$ cat config.mk
export PLATFORM = sky130hd
export DESIGN_NAME = auxch_xact
export DESIGN_NICKNAME = d
export VERILOG_FILES = /design/src/rtl/auxch_pkg.sv /design/src/rtl/auxch_tx_seq.sv /design/src/rtl/auxch_rx_parse.sv /design/src/rtl/auxch_xact.sv
export SDC_FILE = /design/constraint.sdc
export NUM_CORES = 1
export LEC_CHECK = 0
export BUFFER_PORTS_ARGS = -buffer_cell sky130_fd_sc_hd__buf_2
export CAP_MARGIN = 20
export CORE_ASPECT_RATIO = 1.4
export CORE_MARGIN = 5
export CORE_UTILIZATION = 59
export CTS_CLUSTER_SIZE = 40
export DETAILED_ROUTE_END_ITERATION = 10
export GPL_ROUTABILITY_DRIVEN = 1
export GPL_TIMING_DRIVEN = 0
export PLACE_DENSITY = 0.9
export RECOVER_POWER = 25
export SYNTH_ARGS = -nofsm -noshare
export SYNTH_HDL_FRONTEND = slang
export SYNTH_SLANG_ARGS = --single-unit
$ cat constraint.sdc
create_clock -name clk -period 3.6 [get_ports clk]
set_input_delay 0.54 -clock clk [delete_from_list [all_inputs] [get_ports clk]]
set_output_delay 0.54 -clock clk [all_outputs]
set_load 0.02 [all_outputs]
$ cat src/rtl/auxch_pkg.sv
package auxch_pkg;

    localparam logic [3:0] CMD_NATIVE_WR  = 4'b1000;
    localparam logic [3:0] CMD_BRIDGE_WR  = 4'b0000;
    localparam logic [3:0] CMD_BRIDGE_WRC = 4'b0100;

    typedef enum logic [1:0] {PH_IDLE, PH_TX, PH_RX, PH_DONE} top_ph_e;
    typedef enum logic [1:0] {RP_IDLE, RP_CAP, RP_DRAIN, RP_FIN} rp_ph_e;

    function automatic logic cmd_is_write(input logic [3:0] c);
        return (c == CMD_NATIVE_WR) || (c == CMD_BRIDGE_WR) || (c == CMD_BRIDGE_WRC);
    endfunction

endpackage

$ cat src/rtl/auxch_tx_seq.sv
module auxch_tx_seq
    import auxch_pkg::*;
#(
    parameter int MAX_LEN = 16,
    parameter int LEN_W   = 5
) (
    input  logic             clk,
    input  logic             rst_n,
    input  logic             start,
    input  logic [3:0]       cmd_i,
    input  logic [19:0]      addr_i,
    input  logic [LEN_W-1:0] len_i,
    output logic             tx_valid,
    output logic [7:0]       tx_byte,
    input  logic             tx_ready,
    output logic [LEN_W-1:0] pld_idx,
    input  logic [7:0]       pld_byte,
    output logic             fin
);
    localparam int IDX_W = $clog2(MAX_LEN + 5);

    typedef struct packed {
        logic             busy;
        logic             fin;
        logic [3:0]       cmd;
        logic [19:0]      addr;
        logic [LEN_W-1:0] len;
        logic [IDX_W-1:0] idx;
        logic [IDX_W-1:0] last;
    } tx_st_t;

    tx_st_t q, d;
    logic [IDX_W-1:0] hdr_q;
    logic [IDX_W-1:0] hdr_new;

    assign hdr_q   = (q.len != '0) ? IDX_W'(4) : IDX_W'(3);
    assign hdr_new = (len_i != '0) ? IDX_W'(4) : IDX_W'(3);

    always_comb begin
        d     = q;
        d.fin = 1'b0;
        if (!q.busy) begin
            if (start) begin
                d.busy = 1'b1;
                d.cmd  = cmd_i;
                d.addr = addr_i;
                d.len  = len_i;
                d.idx  = '0;
                d.last = hdr_new + (cmd_is_write(cmd_i) ? IDX_W'(len_i) : IDX_W'(0))
                         - IDX_W'(1);
            end
        end else if (tx_ready) begin
            if (q.idx == q.last) begin
                d.busy = 1'b0;
                d.fin  = 1'b1;
            end else begin
                d.idx = q.idx + IDX_W'(1);
            end
        end
    end

    always_comb begin
        if (q.idx == IDX_W'(0))
            tx_byte = {q.cmd, q.addr[19:16]};
        else if (q.idx == IDX_W'(1))
            tx_byte = q.addr[15:8];
        else if (q.idx == IDX_W'(2))
            tx_byte = q.addr[7:0];
        else if ((q.idx == IDX_W'(3)) && (q.len != '0))
            tx_byte = 8'(q.len) - 8'd1;
        else
            tx_byte = pld_byte;
    end

    assign pld_idx  = LEN_W'(q.idx - hdr_q);
    assign tx_valid = q.busy;
    assign fin      = q.fin;

    always_ff @(posedge clk or negedge rst_n) begin
        if (!rst_n) q <= '0;
        else        q <= d;
    end

endmodule

$ cat src/rtl/auxch_rx_parse.sv
module auxch_rx_parse
    import auxch_pkg::*;
#(
    parameter int MAX_LEN = 16,
    parameter int LEN_W   = 5,
    parameter int CNT_W   = 5
) (
    input  logic             clk,
    input  logic             rst_n,
    input  logic             clear,
    input  logic             arm,
    input  logic             rx_valid,
    input  logic [7:0]       rx_byte,
    input  logic             rx_end,
    input  logic             rx_hpd_lost,
    input  logic [LEN_W-1:0] buf_size,
    output logic             buf_we,
    output logic [LEN_W-1:0] buf_addr,
    output logic [7:0]       buf_wdata,
    output logic             fin,
    output logic             res_ok,
    output logic [3:0]       res_code,
    output logic [CNT_W-1:0] res_count,
    output logic             res_invalid,
    output logic             res_overflow,
    output logic             res_hpd
);
    localparam int               SIX_W   = $clog2(MAX_LEN);
    localparam logic [CNT_W-1:0] CNT_SAT = CNT_W'(MAX_LEN + 2);

    typedef struct packed {
        rp_ph_e           ph;
        logic [CNT_W-1:0] cnt;
        logic [7:0]       status;
        logic [LEN_W-1:0] didx;
        logic             ok;
        logic [3:0]       code;
        logic [CNT_W-1:0] count;
        logic             inv;
        logic             ovf;
        logic             hpd;
    } rp_st_t;

    rp_st_t q, d;
    logic [7:0]       stage [MAX_LEN];
    logic [CNT_W-1:0] dcount;

    assign dcount = q.cnt - CNT_W'(1);

    always_comb begin
        d = q;
        unique case (q.ph)
            RP_IDLE: begin
                if (clear) begin
                    d.ok    = 1'b0;
                    d.code  = '0;
                    d.count = '0;
                    d.inv   = 1'b0;
                    d.ovf   = 1'b0;
                    d.hpd   = 1'b0;
                end
                if (arm) begin
                    d.ph     = RP_CAP;
                    d.cnt    = '0;
                    d.status = '0;
                end
            end
            RP_CAP: begin
                if (rx_end) begin
                    d.ph = RP_FIN;
                    if (rx_hpd_lost) begin
                        d.hpd = 1'b1;
                    end else if (q.cnt == '0) begin
                        d.inv = 1'b1;
                    end else if (q.status[7:4] != 4'h0) begin
                        d.ok    = 1'b1;
                        d.code  = q.status[7:4];
                        d.count = dcount;
                    end else if ((dcount > CNT_W'(buf_size)) || (dcount > CNT_W'(MAX_LEN))) begin
                        d.ovf = 1'b1;
                    end else begin
                        d.ok    = 1'b1;
                        d.count = dcount;
                        d.didx  = '0;
                        if (dcount != '0) d.ph = RP_DRAIN;
                    end
                end else if (rx_valid) begin
                    if (q.cnt == '0) d.status = rx_byte;
                    if (q.cnt != CNT_SAT) d.cnt = q.cnt + CNT_W'(1);
                end
            end
            RP_DRAIN: begin
                if (CNT_W'(q.didx) == (q.count - CNT_W'(1))) d.ph = RP_FIN;
                else d.didx = q.didx + LEN_W'(1);
            end
            RP_FIN:  d.ph = RP_IDLE;
            default: d.ph = RP_IDLE;
        endcase
    end

    always_ff @(posedge clk) begin
        if ((q.ph == RP_CAP) && rx_valid && !rx_end && (q.cnt != '0)
            && (dcount < CNT_W'(MAX_LEN)))
            stage[SIX_W'(dcount)] <= rx_byte;
    end

    always_ff @(posedge clk or negedge rst_n) begin
        if (!rst_n) q <= '0;
        else        q <= d;
    end

    assign buf_we       = (q.ph == RP_DRAIN);
    assign buf_addr     = q.didx;
    assign buf_wdata    = stage[SIX_W'(q.didx)];
    assign fin          = (q.ph == RP_FIN);
    assign res_ok       = q.ok;
    assign res_code     = q.code;
    assign res_count    = q.count;
    assign res_invalid  = q.inv;
    assign res_overflow = q.ovf;
    assign res_hpd      = q.hpd;

endmodule

$ cat src/rtl/auxch_xact.sv
module auxch_xact
    import auxch_pkg::*;
#(
    parameter  int MAX_LEN = 16,
    localparam int LEN_W   = $clog2(MAX_LEN + 1),
    localparam int CNT_W   = $clog2(MAX_LEN + 3)
) (
    input  logic             clk,
    input  logic             rst_n,
    input  logic             req_valid,
    output logic             req_ready,
    input  logic [3:0]       req_cmd,
    input  logic [19:0]      req_addr,
    input  logic [LEN_W-1:0] req_len,
    output logic [LEN_W-1:0] pld_idx,
    input  logic [7:0]       pld_byte,
    output logic             tx_valid,
    output logic [7:0]       tx_byte,
    input  logic             tx_ready,
    input  logic             rx_valid,
    input  logic [7:0]       rx_byte,
    input  logic             rx_end,
    input  logic             rx_hpd_lost,
    input  logic [LEN_W-1:0] buf_size,
    output logic             buf_we,
    output logic [LEN_W-1:0] buf_addr,
    output logic [7:0]       buf_wdata,
    output logic             done,
    input  logic             done_ack,
    output logic             res_ok,
    output logic [3:0]       res_code,
    output logic [CNT_W-1:0] res_count,
    output logic             res_invalid,
    output logic             res_overflow,
    output logic             res_hpd
);
    typedef struct packed {
        top_ph_e ph;
    } top_st_t;

    top_st_t q, d;
    logic accept;
    logic tx_fin;
    logic rx_fin;

    assign accept = req_valid && (q.ph == PH_IDLE);

    always_comb begin
        d = q;
        unique case (q.ph)
            PH_IDLE: if (req_valid) d.ph = PH_TX;
            PH_TX:   if (tx_fin)    d.ph = PH_RX;
            PH_RX:   if (rx_fin)    d.ph = PH_DONE;
            PH_DONE: if (done_ack)  d.ph = PH_IDLE;
            default: d.ph = PH_IDLE;
        endcase
    end

    always_ff @(posedge clk or negedge rst_n) begin
        if (!rst_n) q <= '0;
        else        q <= d;
    end

    assign req_ready = (q.ph == PH_IDLE);
    assign done      = (q.ph == PH_DONE);

    auxch_tx_seq #(.MAX_LEN(MAX_LEN), .LEN_W(LEN_W)) u_tx (
        .clk      (clk),
        .rst_n    (rst_n),
        .start    (accept),
        .cmd_i    (req_cmd),
        .addr_i   (req_addr),
        .len_i    (req_len),
        .tx_valid (tx_valid),
        .tx_byte  (tx_byte),
        .tx_ready (tx_ready),
        .pld_idx  (pld_idx),
        .pld_byte (pld_byte),
        .fin      (tx_fin)
    );

    auxch_rx_parse #(.MAX_LEN(MAX_LEN), .LEN_W(LEN_W), .CNT_W(CNT_W)) u_rx (
        .clk          (clk),
        .rst_n        (rst_n),
        .clear        (accept),
        .arm          (tx_fin),
        .rx_valid     (rx_valid),
        .rx_byte      (rx_byte),
        .rx_end       (rx_end),
        .rx_hpd_lost  (rx_hpd_lost),
        .buf_size     (buf_size),
        .buf_we       (buf_we),
        .buf_addr     (buf_addr),
        .buf_wdata    (buf_wdata),
        .fin          (rx_fin),
        .res_ok       (res_ok),
        .res_code     (res_code),
        .res_count    (res_count),
        .res_invalid  (res_invalid),
        .res_overflow (res_overflow),
        .res_hpd      (res_hpd)
    );

endmodule

==> results of run 1 <==
## power groups by stage
stage	Sequential (uW)	Clock, uW	Combinational, uW
2_1_floorplan	3120	0	3130
3_3_place_gp	3170	0	4150
3_5_place_dp	3190	0	4290
4_1_cts	3150	2050	4350
5_1_grt	3210	2150	4780
6_report	3160	2040	4380
## sequential cells by signal (all words and copies together), names as in the netlist
name               cells
u_rx.stage           128
u_tx.q                39
u_rx.q                11
u_rx.buf_addr          5
u_rx.res_count         5
u_rx.res_code          4
q                      2
u_rx.res_hpd           1
u_rx.res_invalid       1
u_rx.res_ok            1
u_rx.res_overflow      1
u_tx.fin               1
u_tx.tx_valid          1
## cell usage after synthesis, types with 6 or more instances
cell      instances  area share, %
a211oi_1          8           0.61
a21oi_1          12           0.61
a22oi_1          10           0.76
buf_2            10           0.51
buf_4            16            1.2
clkbuf_1         20           0.76
dfrtp_1          72             18
edfxtp_1        128             39
ha_1             36            4.6
inv_1            39            1.5
mux2_2           30            3.4
mux2i_1           6           0.61
mux4_2           40            9.1
nand2_1          73            2.8
nand2b_1         11           0.70
nand3_1          14           0.71
nand4_1           7           0.44
nor2_1           37            1.4
nor3_1           13           0.66
o211ai_1         17            1.3
o21ai_0          29            1.5
o21ai_1           7           0.35
xnor2_1          11           0.98
xor2_1           10           0.89
## routing by layer
metal	vias to the layer above	share of wire, %
met5	-	0
met4	0	3.0
met3	61	6.3
met2	386	55
met1	3278	36
li1	3006	-
## per-stage QoR
step | utilization (%) | instance area, um2
after global routing | 68.2 | 11300
after floorplan | - | 9870
after detailed placement | 64.2 | 10700
final | 68.2 | 11300
after global placement | 64.0 | 10600
after CTS | 68.2 | 11300
## layout make-up
| class | count | area (um2) |
|---|---|---|
| inverters | 39 | 146 |
| clock buffers | 17 | 425 |
| well taps | 203 | 254 |
| fillers | 1141 | 5280 |
| plain buffers | 49 | 262 |
| repair buffers | 102 | 527 |
| multi-input cells | 450 | 3840 |
| clock inverters | 15 | 228 |
| flip-flops and latches | 200 | 5650 |
## what timing repair did
item	4_1_cts	5_1_grt
setup buffers	0	0
resized for setup	1	4
setup endpoints to repair	1	45
hold buffers	1	0
hold endpoints to repair	8	0
pin swaps	0	0
## how the worst max path moves through the flow
stage | endpoint | slack [ps] | start
2_1_floorplan | u_rx.res_count[0] | 570 | u_rx.q[26]
4_1_cts | u_rx.buf_addr[3] | 30 | u_rx.q[26]
6_report | u_rx.buf_addr[3] | 50 | u_rx.q[27]
3_5_place_dp | u_rx.res_count[0] | 100 | u_rx.q[26]
5_1_grt | u_rx.buf_addr[3] | -50 | u_rx.q[27]
3_3_place_gp | u_rx.res_count[1] | 170 | u_rx.q[26]
## logic make-up after synthesis
kind of cell    synth area share (%)
flops                           57.2
fa+ha+maj                       4.97
xor+xnor                        2.19
mux                             13.2
buf+inv                         4.08
simple gates                    10.0
compound gates                  8.39
==> metrics.log, run 1 <==
[metrics] status: completed
[metrics] critical path fanouts, max: 10
[metrics] Psw: between 4000 and 5000 uW
[metrics] length in cells of the worst reg-to-reg path: 12
[metrics] met3 Resource Use GR: slightly above 4%
[metrics] Root Driver: clkbuf_16
[metrics] pwr/cell area: approximately 850 nW/um2
[metrics] count of antenna diodes in the layout: 0
[metrics] Routed Antenna Nets: 0
[metrics] r2r startpoint: u_rx.q[27]
[metrics] Max-Slew Margin vs Limit: 38.4%
[metrics] minimum hold slack: roughly 320 ps
[metrics] number of max-slew violations in the final report: 0
[metrics] Final #Nets: roughly 960
[metrics] antenna violations before repair: 0
[metrics] depth of the worst hold-timing path: 2
[metrics] All-Layer GR Usage: about a quarter
[metrics] GPL Wtd Cong: 0.872
[metrics] combinational power share: about 46%
[metrics] total via count in the routed design: 6,731
[metrics] number of instances in the placed design: roughly 1,000
[metrics] library cells used by synthesis: between 60 and 70
[metrics] DR iter-0 viols: 765
[metrics] Synth warnings: 0
[metrics] number of placed I/O pins: 101
[metrics] number of gates on the worst path with buffers counted: 12
[metrics] number of flops mapped to enable cells by yosys: between 100 and 150
[metrics] highest-utilization routing layer at the global route stage: met2
[metrics] routed length per instance: 21.9 um
[metrics] PortBufs: 100
[metrics] number of cells in the finished layout apart from fillers: 1,075
[metrics] share of synthesized registers carrying an async set or reset: a little over a third
[metrics] number of failing setup endpoints in the final timing report: 0
[metrics] post-synthesis average cell area: roughly 13 um2
[metrics] Hold Path End: u_tx.q[31]
[metrics] DRT Wirelength: 23.6 mm
[metrics] overall die area: just under 20,000 um2
[metrics] die width: 119 um
[metrics] Syn-to-layout area delta: 14.7%
[metrics] end of the worst register-to-register path: u_rx.buf_addr[3]
[metrics] Die Y-Extent: around 160 um
[metrics] M1 GR Usage: 29.1%
[metrics] clock tree from TritonCTS: done
[metrics] Arr. time, crit path: 3920 ps
[metrics] commonest non-fill, non-tap cell in the layout: edfxtp_1
[metrics] met2 usage: a little under half
[metrics] Core Area: 16,600 um2
[metrics] number of buffers on the longest clock path: 2
[metrics] Critical Path Slowest Stage Cell: dfrtp_1
[metrics] sort of element at the end of the critical path: register
[metrics] number of max-capacitance violations reported: 0
[metrics] final hold violation count: 0
[metrics] total number of H-tree levels: 4
[metrics] global-route wire length before repair: between 30 and 40 mm
[metrics] initial standard-cell utilization of the core: about three fifths
[metrics] Remaining Overflow, GRT: 0
[metrics] gate count of the mapped netlist: ~740
[metrics] via count of the first global-routing pass: 6,698
[metrics] worst setup skew after layout: 15.0 ps
[metrics] fin crit period: ~3500 ps
[metrics] startpoint type of the worst setup path: register
[metrics] detailed placement HPWL: 16.6 mm
[metrics] total power draw: between 9000 and 10,000 uW
[metrics] Placement Setup Slack: a little under 100 ps
[metrics] transition at the pin with the smallest max-transition slack: a little over 900 ps
[metrics] Max Clk Rate: 282 MHz
[metrics] synthesized cell area: around 9900 um2
[metrics] net switching fraction of the power: 42.0%
[metrics] commonest cells after routing, fill and taps aside: edfxtp_1 (128), buf_2 (99), nand2_1 (73)
[metrics] worst ir drop on vdd: about 580 uV
[metrics] Hold Startpoint: req_addr[16]
[metrics] number of design rule violations left after detail routing: 0
[metrics] proportion of layout cells with a drive suffix above 1: between 20 and 30%
[metrics] number of nets produced by synthesis: 834
[metrics] CTS clock-pin slew for the worst setup and hold paths: 90 ps
[metrics] number of synthesized register bits: 200
[metrics] flop2flop setup slack: around 55 ps
[metrics] Seq/Total Area, Yosys: a little under three fifths
[metrics] Sink Count: 200
[metrics] final setup margin: roughly 55 ps
[metrics] floorplan row count: 56
[metrics] CP required: just under 4000 ps
[metrics] number of buffers and inverters on the critical path: 4
[metrics] critical path's top delay family: compound AO/OA/AOI/OAI gates
[metrics] worst-skew pair later-pin latency: 450 ps
[metrics] power share of the clock group: about a fifth
[metrics] Int Pwr: 5560 uW
[metrics] Leak: roughly 0.0044 uW
[metrics] most instantiated flip-flop cell in the synthesis netlist: edfxtp_1
[metrics] number of CTS-inserted buffers: 17
[metrics] Setup CP Type: register to register
[metrics] Vias/cell: approximately 6.3
[metrics] ordered cell list for the critical path: inv_1 > ha_1 > clkbuf_1 > xnor2_1 > inv_1 > ha_1 > o31ai_2 > o21ai_1 > a22o_1 > buf_2 > or4b_1 > nand4_1
[metrics] part of the cycle the worst path needs: a little over nine tenths
[metrics] TritonRoute pass-1 iters: 7
[metrics] Slowest Stage Delay on Critical Path: a little under 600 ps
[metrics] class of the worst hold path: input pin to register
[metrics] pin count of the biggest net entering global routing: 65
[metrics] part of the total power dissipated in sequential elements: between 30% and 40%
[metrics] accumulated negative setup slack: 0 ps
Power figures use the tool's default switching activity.
==> run 2: changes to the inputs <==
--- a/config.mk
+++ b/config.mk
@@ -14,6 +14,7 @@
 export DETAILED_ROUTE_END_ITERATION = 10
 export GPL_ROUTABILITY_DRIVEN = 1
 export GPL_TIMING_DRIVEN = 0
+export MAX_ROUTING_LAYER = met4
 export PLACE_DENSITY = 0.9
 export RECOVER_POWER = 25
 export SYNTH_ARGS = -nofsm -noshare
==> run 2 against run 1 <==
  * Worst hold slack gained 0.84 ps
  * Cell area is essentially flat
  * Sequential cell count is the same
  * Clock power is essentially flat
  * Register-to-register slack gained 40 ps
  * Critical path depth is the same
  * Largest cell class unchanged
  * Largest power group unchanged
==> metrics.log, run 2 (synthesis results as in run 1) <==
[metrics] status: completed
[metrics] detailed placement HPWL: between 15 and 20 mm
[metrics] Highest Signal Layer: met4
[metrics] flip-flop count of the largest register after layout: 128
[metrics] via count of the first global-routing pass: about 6,700
[metrics] critical path fanouts, max: 10
[metrics] number of cells in the finished layout apart from fillers: approximately 1,100
[metrics] number of max-slew violations in the final report: 0
[metrics] number of failing setup endpoints in the final timing report: 0
[metrics] startpoint type of the worst setup path: register
[metrics] class of the worst hold path: input pin to register
[metrics] final hold violation count: 0
[metrics] DRT Wirelength: around 24 mm
[metrics] transition at the pin with the smallest max-transition slack: 945 ps
[metrics] Max Clk Rate: 285 MHz
[metrics] All-Layer GR Usage: 25.6%
[metrics] clock tree from TritonCTS: done
[metrics] commonest cells after routing, fill and taps aside: edfxtp_1 (128), buf_2 (99), nand2_1 (73)
[metrics] global-route wire length before repair: approximately 37 mm
[metrics] number of placed I/O pins: ~100
[metrics] initial standard-cell utilization of the core: about three fifths
[metrics] met1 routed wirelength after detailed routing: approximately 8.5 mm
[metrics] Remaining Overflow, GRT: 0
[metrics] total via count in the routed design: between 6,000 and 7,000
[metrics] floorplan row count: 56
[metrics] count of antenna diodes in the layout: 0
[metrics] Post-Route Utilization: around two thirds
[metrics] total number of H-tree levels: 4
[metrics] met3 WL: 1.58 mm
[metrics] part of the cycle the worst path needs: 97.5%
[metrics] Sink Count: 200
[metrics] Vias/cell: 6.31
[metrics] GPL Wtd Cong: roughly 0.9
[metrics] number of CTS-inserted buffers: 17
[metrics] TritonRoute pass-1 iters: 7
[metrics] commonest non-fill, non-tap cell in the layout: edfxtp_1
[metrics] DR iter-0 viols: between 700 and 800
[metrics] Layout fillers: ~1,100
[metrics] PortBufs: 100
[metrics] Core Area: approximately 17,000 um2
[metrics] fin crit period: roughly 3500 ps
[metrics] pin count of the biggest net entering global routing: 65
[metrics] sort of element at the end of the critical path: register
[metrics] number of instances in the placed design: between 1,000 and 1,500
[metrics] routed length per instance: around 22 um
[metrics] worst-skew pair later-pin latency: between 400 and 500 ps
[metrics] antenna violations before repair: 0
[metrics] minimum hold slack: roughly 320 ps
[metrics] proportion of layout cells with a drive suffix above 1: a little over a quarter
[metrics] Routed Antenna Nets: 0
[metrics] Syn-to-layout area delta: 14.6%
[metrics] Root Driver: clkbuf_16
[metrics] Arr. time, crit path: roughly 3900 ps
[metrics] overall die area: 19,500 um2
[metrics] number of max-capacitance violations reported: 0
[metrics] Setup CP Type: register to register
[metrics] worst setup skew after layout: roughly 15 ps
[metrics] met2 wire length: between 10 and 15 mm
[metrics] Max-Slew Margin vs Limit: between 30% and 40%
[metrics] Die Y-Extent: 163 um
[metrics] die width: roughly 120 um
[metrics] total power draw: around 9600 uW
[metrics] pwr/cell area: 847 nW/um2
[metrics] worst ir drop on vdd: approximately 580 uV
[metrics] Leak: 0.00444 uW
[metrics] CP required: between 3000 and 4000 ps
[metrics] number of design rule violations left after detail routing: 0
[metrics] Biggest register: u_rx.stage
[metrics] Final #Nets: 955
[metrics] biggest regs: u_rx.stage: 128 flops, u_tx.q: 39 flops, u_rx.q: 11 flops
[metrics] CTS clock-pin slew for the worst setup and hold paths: ~90 ps
[metrics] number of buffers on the longest clock path: 2
-- run 2: metal layers --
layer | track usage [%] | up-vias
li1 | - | 3006
met1 | 29.1 | 3298
met2 | 45.9 | 409
met3 | 3.95 | 71
met4 | 9.74 | 0
met5 | - | -
-- run 2: per-stage QoR --
step                cell area, um2  setup TNS [ps]  worst slack [ps]
global route                 11300            -224             -75.9
finish                       11300               0              90.3
detailed placement           10700               0              96.1
CTS                          11300               0              30.2
global placement             10600               0               170
floorplan                     9870               0               571
-- run 2: worst max-delay path, stage by stage, from the launching register on --
cell      delay (ps)
dfrtp_1          560
inv_1            140
ha_1             200
clkbuf_1         200
xnor2_1          270
inv_1            120
ha_1             230
o31ai_2          360
o21ai_1          160
a22o_1           260
buf_2            200
or4b_1           560
nand4_1          170
-- run 2: layout make-up --
cell class | count | area, um2 | area share, %
sequential | 200 | 5650 | 49.9
multi-input combinational | 450 | 3830 | 33.8
timing repair buffer | 102 | 527 | 4.65
clock buffer | 17 | 425 | 3.76
buffer | 49 | 262 | 2.31
tap | 203 | 254 | 2.24
clock inverter | 15 | 228 | 2.01
inverter | 39 | 146 | 1.29
-- run 2: worst paths after layout --
kind,slack (ps),cells after the start,end,start
setup / recovery,90,12,u_rx.buf_addr[3],u_rx.q[27]
hold reg to reg,500,2,u_tx.q[3],u_tx.q[3]
hold / removal,320,2,u_tx.q[31],req_addr[16]
setup reg to reg,90,12,u_rx.buf_addr[3],u_rx.q[27]
min in group asynchronous,630,2,u_rx.buf_addr[0],rst_n
max in group asynchronous,2200,3,u_tx.q[21],rst_n
-- run 2: timing repair --
item | in CTS | in global routing
endpoints found under the setup margin | 1 | 44
endpoints found under the hold margin | 8 | 0
hold buffers | 1 | 0
pin swaps | 0 | 0
resized for setup | 1 | 3
cloned | 0 | 0
setup buffers | 0 | 0
-- run 2: where the power goes --
part / switching (uW) / total, uW / internal, uW
sequential: 348 / 3160 / 2820
clock: 1050 / 2040 / 994
combinational: 2640 / 4380 / 1750
==> run 3: changes to the inputs <==
--- a/config.mk
+++ b/config.mk
@@ -16,7 +16,7 @@
 export GPL_TIMING_DRIVEN = 0
 export MAX_ROUTING_LAYER = met4
 export PLACE_DENSITY = 0.9
-export RECOVER_POWER = 25
+export RECOVER_POWER = 100
 export SYNTH_ARGS = -nofsm -noshare
 export SYNTH_HDL_FRONTEND = slang
 export SYNTH_SLANG_ARGS = --single-unit
==> run 3 against run 2 <==
  * The flow now finishes with violations (capacitance limit, slew limit)
  * Largest cell class unchanged
  * Sequential power hardly changed
  * Maximum frequency fell by 0.12%
  * Cell count did not move
  * Register-to-register slack about the same
  * Setup slack worse by 4.4 ps
  * Sequential share of layout area is 0.24 points higher
  * Cell area down 0.48%
  * Core utilization decreased by 0.32 points
==> metrics.log, run 3 (synthesis results as in run 1) <==
[metrics] number of max-slew violations in the final report: between 60 and 70
[metrics] number of max-capacitance violations reported: 1
[metrics] Hold Startpoint: req_addr[16]
[metrics] number of design rule violations left after detail routing: 0
[metrics] Critical Path Slowest Stage Cell: dfrtp_1
[metrics] Placement Setup Slack: 96.1 ps
[metrics] total via count in the routed design: 6,755
[metrics] Hold Path End: u_tx.q[31]
[metrics] multi-input combinational cell area: between 3000 and 4000 um2
[metrics] die width: approximately 120 um
[metrics] worst-skew pair later-pin latency: between 400 and 500 ps
[metrics] Leak: between 0.004 and 0.005 uW
[metrics] commonest cells after routing, fill and taps aside: edfxtp_1 (128), buf_2 (79), nand2_1 (73)
[metrics] via count of the first global-routing pass: roughly 6,700
[metrics] DR iter-0 viols: a little under 800
[metrics] Root Driver: clkbuf_16
[metrics] beginning of the critical path: u_rx.q[27]
[metrics] count of antenna diodes in the layout: 0
[metrics] overall die area: roughly 19,000 um2
[metrics] end of the worst register-to-register path: u_rx.buf_addr[3]
[metrics] number of failing setup endpoints in the final timing report: 0
[metrics] global-route wire length before repair: between 30 and 40 mm
[metrics] number of buffers on the longest clock path: 2
[metrics] antenna violations before repair: 0
[metrics] Max-Slew Margin vs Limit: -7.36%
[metrics] Syn-to-layout area delta: 14.1%
[metrics] Vias/cell: ~6.3
[metrics] worst setup skew after layout: about 15 ps
[metrics] transition at the pin with the smallest max-transition slack: 1610 ps
[metrics] violations in the final reports: capacitance limit, slew limit
[metrics] Sink Count: 200
[metrics] Highest Signal Layer: met4
[metrics] number of buffers added for setup after CTS: 0
[metrics] Setup CP Type: register to register
[metrics] Die Y-Extent: between 150 and 200 um
[metrics] number of CTS-inserted buffers: 17
[metrics] Post-Route Utilization: 67.8%
[metrics] startpoint type of the worst setup path: register
[metrics] detailed placement HPWL: 16.6 mm
[metrics] sort of element at the end of the critical path: register
[metrics] PortBufs: 100
[metrics] biggest regs: u_rx.stage: 128 flops, u_tx.q: 39 flops, u_rx.q: 11 flops
[metrics] Layout fillers: roughly 1,200
[metrics] met2 wire length: ~13 mm
[metrics] Max Clk Rate: between 200 and 300 MHz
[metrics] initial standard-cell utilization of the core: between 50% and 60%
[metrics] Sequential Area: 5650 um2
[metrics] status: finished with violations
[metrics] class of the worst hold path: input pin to register
[metrics] final hold violation count: 0
[metrics] Arr. time, crit path: just under 4000 ps
[metrics] ordered cell list for the critical path: inv_1 > ha_1 > clkbuf_1 > xnor2_1 > inv_1 > ha_1 > o31ai_2 > o21ai_1 > a22o_1 > buf_2 > or4b_1 > nand4_1
[metrics] length in cells of the worst reg-to-reg path: 12
[metrics] All-Layer GR Usage: around 26%
[metrics] final setup margin: between 80 and 90 ps
[metrics] pin count of the biggest net entering global routing: 65
[metrics] clock tree from TritonCTS: done
[metrics] routed length per instance: about 22 um
[metrics] proportion of layout cells with a drive suffix above 1: 24.9%
[metrics] Biggest register: u_rx.stage
[metrics] CTS clock-pin slew for the worst setup and hold paths: roughly 90 ps
[metrics] part of the cycle the worst path needs: ~98%
[metrics] worst ir drop on vdd: roughly 560 uV
[metrics] commonest non-fill, non-tap cell in the layout: edfxtp_1
[metrics] met3 WL: 1.61 mm
[metrics] depth of the worst hold-timing path: 2
[metrics] flip-flop count of the largest register after layout: approximately 130
[metrics] GPL Wtd Cong: 0.886
[metrics] accumulated negative setup slack: 0 ps
[metrics] fin crit period: 3510 ps
[metrics] pwr/cell area: between 800 and 900 nW/um2
[metrics] critical path's top delay family: compound AO/OA/AOI/OAI gates
[metrics] total number of H-tree levels: 4
[metrics] met1 routed wirelength after detailed routing: between 8 and 9 mm
[metrics] number of buffers and inverters on the critical path: 4
[metrics] critical path fanouts, max: 10
[metrics] TritonRoute pass-1 iters: 7
[metrics] DRT Wirelength: ~24 mm
[metrics] number of placed I/O pins: around 100
[metrics] Final #Nets: approximately 960
[metrics] r2r startpoint: u_rx.q[27]
[metrics] Remaining Overflow, GRT: 0
[metrics] Slowest Stage Delay on Critical Path: 570 ps
[metrics] floorplan row count: 56
[metrics] CP required: just under 4000 ps
[metrics] Core Area: approximately 17,000 um2
[metrics] flop2flop setup slack: ~86 ps
[metrics] Routed Antenna Nets: 0
-- run 3: power breakdown --
part	internal, uW	switching (uW)
Clock	994	1050
Combinational	1710	2630
Sequential	2820	348
Total	5530	4030
-- run 3: worst max path at each step --
stage | cells after the start | end
finish | 12 | u_rx.buf_addr[3]
global route | 12 | u_rx.buf_addr[3]
CTS | 12 | u_rx.buf_addr[3]
detailed placement | 11 | u_rx.res_count[0]
global placement | 11 | u_rx.res_count[1]
floorplan | 11 | u_rx.res_count[0]
-- run 3: layer usage --
metal / vias to the layer above / global-route usage [%]
met3: 49 / 3.95
met1: 3319 / 29.1
met5: - / -
met4: 0 / 9.74
met2: 379 / 45.9
li1: 3008 / -
-- run 3: worst register-to-register path: cells and delay by family (launching register included) --
kind	cells	cell delay [ps]
AOI/OAI and AO/OA	3	790
DFF	1	570
and+or+nand+nor	2	730
adders and majority gates	2	430
xor gates and xnor gates	1	270
buffers and inverters	4	650
-- run 3: stage by stage --
stage,area [um2],hold slack (ps),total power [uW],std cells
after floorplan,9870,244,6260,738
after global placement,10600,483,7320,1041
after detailed placement,10700,381,7480,1042
after CTS,11300,307,9560,1075
after global routing,11300,312,10100,1075
final,11300,322,9560,1075
-- run 3: timing repair --
item | CTS | global route
resized for setup | 1 | 3
setup endpoints to repair | 1 | 44
hold endpoints to repair | 8 | 0
hold buffers | 1 | 0
-- run 3: final cells by class --
class / instances / share of cell area (%)
buffer: 49 / 2.32
clock buffer: 17 / 3.78
sequential: 200 / 50.1
inverter: 39 / 1.30
tap: 203 / 2.25
clock inverter: 15 / 2.02
multi-input combinational: 450 / 33.9
timing repair buffer: 102 / 4.25
